--- config.mk ---
export PLATFORM = sky130hd
export DESIGN_NAME = alu_cc
export DESIGN_NICKNAME = d
export VERILOG_FILES = /design/src/rtl/alu_cc.sv
export SDC_FILE = /design/constraint.sdc
export NUM_CORES = 1
export LEC_CHECK = 0
export BUFFER_PORTS_ARGS = -buffer_cell sky130_fd_sc_hd__clkbuf_2
export CAP_MARGIN = 20
export CORE_MARGIN = 2
export CORE_UTILIZATION = 30
export DETAILED_ROUTE_END_ITERATION = 8
export GPL_TIMING_DRIVEN = 0
export PLACE_DENSITY_LB_ADDON = 0.05
export SKIP_CTS_REPAIR_TIMING = 1
export SLEW_MARGIN = 0
export SYNTH_ARGS = -nofsm -noshare
export SYNTH_HDL_FRONTEND = slang
export SYNTH_SLANG_ARGS = --single-unit
export TNS_END_PERCENT = 100
--- constraint.sdc ---
create_clock -name clk -period 6.5 [get_ports clk]
set_input_delay 0 -clock clk [delete_from_list [all_inputs] [get_ports clk]]
set_output_delay 0 -clock clk [all_outputs]
set_load 0.02 [all_outputs]
--- src/rtl/alu_cc.sv ---
module alu_cc #(
  parameter int W = 64
) (
  input  logic         clk,
  input  logic         rst,
  input  logic [1:0]   fn,
  input  logic [W-1:0] op_a,
  input  logic [W-1:0] op_b,
  input  logic         set_cc,
  input  logic [2:0]   cond_fn,
  output logic [W-1:0] result,
  output logic         zf,
  output logic         sf,
  output logic         of,
  output logic         cond_true
);

  localparam int MSB = W - 1;

  logic         is_sub;
  logic [W-1:0] add_y;
  logic [W-1:0] sum;
  logic         arith_ovf;
  logic         lt;

  assign is_sub    = (fn == 2'd1);
  assign add_y     = is_sub ? ~op_a : op_a;
  assign sum       = op_b + add_y + {{(W-1){1'b0}}, is_sub};
  assign arith_ovf = (op_b[MSB] == add_y[MSB]) && (sum[MSB] != op_b[MSB]);

  always_comb begin
    case (fn)
      2'd2:    result = op_a & op_b;
      2'd3:    result = op_a ^ op_b;
      default: result = sum;
    endcase
  end

  always_ff @(posedge clk) begin
    if (rst) begin
      zf <= 1'b0;
      sf <= 1'b0;
      of <= 1'b0;
    end else if (set_cc) begin
      zf <= (result == '0);
      sf <= result[MSB];
      of <= fn[1] ? 1'b0 : arith_ovf;
    end
  end

  assign lt = sf ^ of;

  always_comb begin
    case (cond_fn)
      3'd0:    cond_true = 1'b1;
      3'd1:    cond_true = lt | zf;
      3'd2:    cond_true = lt;
      3'd3:    cond_true = zf;
      3'd4:    cond_true = ~zf;
      3'd5:    cond_true = ~lt;
      3'd6:    cond_true = ~lt & ~zf;
      default: cond_true = 1'b0;
    endcase
  end

endmodule


==> results.py <==
metrics = {
    "run_status": {
        "status": "finished clean",
    },
    "route": {
        "route.detailed.wl_per_inst_um": 21.55,
        "met1Wirelength_um": 17130,
        "detail_route.first_pass.iterations": 6,
        "finalWirelength_um": 34310,
        "wl_met3_um": 1730,
        "drt_drc_violations_left": 0,
        "route.met2.wl_um": 15070,
        "via_count": 8871,
        "route.top_layer_used": "met4",
        "drt_iter0_drc": 614,
        "drt.antenna.violating_nets": 0,
        "avgViaCountPerCell": 5.572,
    },
    "clock_tree": {
        "worst_skew_pair.late_latency_ns": 0.23,
        "cts-root-buf": "sky130_fd_sc_hd__clkbuf_16",
        "max-clock-path-buffers": 2,
        "tritoncts_buffers": 3,
        "path_clk_slew_ns": 0.03,
        "clock-sinks": 3,
        "tritoncts": "done",
        "cts.htree.levels": 1,
    },
    "power": {
        "p_leak_nw": 4.016,
        "power_density_of_the_placed_cells_nw_per_um2": 155.6,
        "total_power_w": 0.001397,
        "peakVddDrop_mv": 0.1278,
    },
    "synth": {
        "seq_cells_post_synth": 3,
        "synthesized_area_divided_by_synthesized_cell_count_um2": 7.018,
        "netlist.top_cell.by_area": "sky130_fd_sc_hd__ha_1",
        "syn-num-nets": 1335,
        "yosysUniqueCellTypes": 73,
        "synth.yosys.seq_area_share": 0.008035,
        "ys_async_sr_fraction": 0,
        "synthesis.area_um2": 7475,
        "yosysTopAreaCellShare": 0.2226,
        "postSynthCellCount": 1065,
        "synth_ff_type": "sky130_fd_sc_hd__dfxtp_1",
        "synth-edff-count": 0,
        "netlist_top_cells_area": "sky130_fd_sc_hd__ha_1 (22%), sky130_fd_sc_hd__xnor2_1 (10%), sky130_fd_sc_hd__a21oi_1 (6.6%)",
        "yosys_warnings": 0,
    },
    "sta": {
        "period_minus_slack_ns": 5.989,
        "rsz_0062_raised_after_global_routing": "no",
        "clock-skew-final_ns": 0,
        "worst_slew_pin_slew_ns": 1.144,
        "max_freq_mhz": 167.0,
        "final_layout_setup_total_negative_slack_ns": 0,
        "max_slew_margin": 0.2372,
        "setup_viol_count_final": 0,
        "post-route-worst-setup-slack_ns": 0.5105,
        "timing.final.crit_share": 0.9215,
        "timing_max_transition_violations_final": 0,
        "hold_violations": 0,
    },
    "global_route": {
        "grt_overflow_total": 0,
        "antenna_violations_before_repair": 0,
        "grt_start_max_net_pins": 11,
        "grt_util_all_layers": 0.2574,
        "grt_pass1_vias": 8610,
        "grt_pass1_wl_um": 51930,
    },
    "critical_path": {
        "setup.worst_path.end_class": "register",
        "timing.critical_path.from_type": "primary input",
        "worst-endpoint-arrival_ns": 6.15,
        "data_required_time_at_the_worst_endpoint_ns": 6.66,
        "critPathKind": "in2reg",
        "cp_max_fo": 10,
    },
    "flow_run": {
        "max-cap-violations": 0,
    },
    "final_layout": {
        "fin_area_um2": 8979,
        "layoutNonFillerInstCount": 1592,
        "layout.nets": 1539,
        "area.growth.synth_to_final_pct": 20.12,
        "layout.cells.most_common": "sky130_fd_sc_hd__clkbuf_2",
        "most-common-layout-cells": "sky130_fd_sc_hd__clkbuf_2 (210), sky130_fd_sc_hd__ha_1 (133), sky130_fd_sc_hd__nand2_1 (100), sky130_fd_sc_hd__a21oi_1 (98), sky130_fd_sc_hd__xnor2_1 (87)",
        "num_antenna_cells": 0,
        "final_layout_size_suffix_gt1_frac": 0.1956,
    },
    "place": {
        "portBuffers": 202,
        "gp_routability_congestion": 0.9031,
        "placedCellCount": 1591,
        "placed_cell_area_um2": 8891,
        "place_ws_ns": -2.106,
        "detailed_place_hpwl_um": 29250,
    },
    "die": {
        "starting_utilization_of_the_core_area": 0.3065,
        "dieWidth_um": 161.8,
        "core_area_um2": 24390,
        "io_pins": 204,
        "std_cell_rows": 57,
        "y_dimension_of_the_die_um": 161.8,
        "dieArea_um2": 26190,
    },
    "worst_hold_path": {
        "hold_path_class": "in2reg",
    },
}
state kept, by name, summed over array words and instances (netlist names):
register,flops
of,1
sf,1
zf,1
layout make-up:
type / count / area [µm²]
inverter: 21 / 78.83
fill: 2796 / 15410
multi-input combinational: 982 / 7097
buffer: 56 / 247.7
clock buffer: 4 / 78.83
timing repair buffer: 202 / 1011
sequential: 3 / 60.06
tap: 324 / 405.4
critical path: stages:
cell and delay, ns:
sky130_fd_sc_hd__buf_2 0.25, sky130_fd_sc_hd__clkinv_1 0.38, sky130_fd_sc_hd__clkbuf_2 0.36, sky130_fd_sc_hd__clkbuf_2 0.34
sky130_fd_sc_hd__nand2_2 0.37, sky130_fd_sc_hd__clkbuf_2 0.44, sky130_fd_sc_hd__xnor2_1 0.12, sky130_fd_sc_hd__ha_1 0.45
sky130_fd_sc_hd__nand4_1 0.21, sky130_fd_sc_hd__or3_1 0.43, sky130_fd_sc_hd__or3_1 0.36, sky130_fd_sc_hd__a211oi_1 0.44
sky130_fd_sc_hd__nor3_1 0.19, sky130_fd_sc_hd__o21ai_1 0.42, sky130_fd_sc_hd__a31oi_1 0.20, sky130_fd_sc_hd__xor2_1 0.16
sky130_fd_sc_hd__o21ai_1 0.13, sky130_fd_sc_hd__nor4_1 0.55, sky130_fd_sc_hd__nand4_1 0.21, sky130_fd_sc_hd__o21ai_1 0.11
report_power, final:
group          switching [W]  internal (W)
registers        0.000000863     0.0000195
logic               0.000826      0.000452
clock network      0.0000178     0.0000810
logic make-up (layout without fill, tap and decap cells):
family                   after synthesis  in the layout  synth area share
AO/OA/AOI/OAI                        361            361            0.3093
XOR/XNOR                             107            107            0.1254
adder cells (fa/ha/maj)              134            134            0.2253
buffers and inverters                 80            283           0.04302
flip-flops                             3              3          0.008035
multiplexers                          47             47           0.06562
AND/OR/NAND/NOR                      333            333            0.2233
metrics by stage:
stage,hold WS (ns),utilization
after global placement,0.2291,0.3645
after floorplan,0.07238,-
after CTS,0.00004038,0.3678
after detailed placement,0.2370,0.3645
final,0.001975,0.3681
after global routing,0.01953,0.3681
per-layer routing:
layer | vias up | global-route usage
met3 | 26 | 0.01992
li1 | 4404 | -
met1 | 4164 | 0.3870
met2 | 277 | 0.4099
met4 | 0 | 0.03097
met5 | - | 0
final timing paths:
path                            endpoint  depth (start not counted)  slack (ns)   from
worst max-delay path                  zf                         20        0.51  fn[1]
worst min-delay path                  of                          2       0.002    rst
worst max register to register        of                          2        5.89     of
worst min register to register        zf                          2        0.50     zf
synthesized netlist by cell type, drive strengths merged (29+ instances only):
library cell  instances
o211ai               31
xnor2                87
nand4                32
o21ai                98
mux2i                31
ha                  133
nand2b               29
a21oi                98
clkbuf               38
a21o                 30
nand2               101
nor2                 71
No activity file was read; power rests on OpenSTA's default activity.
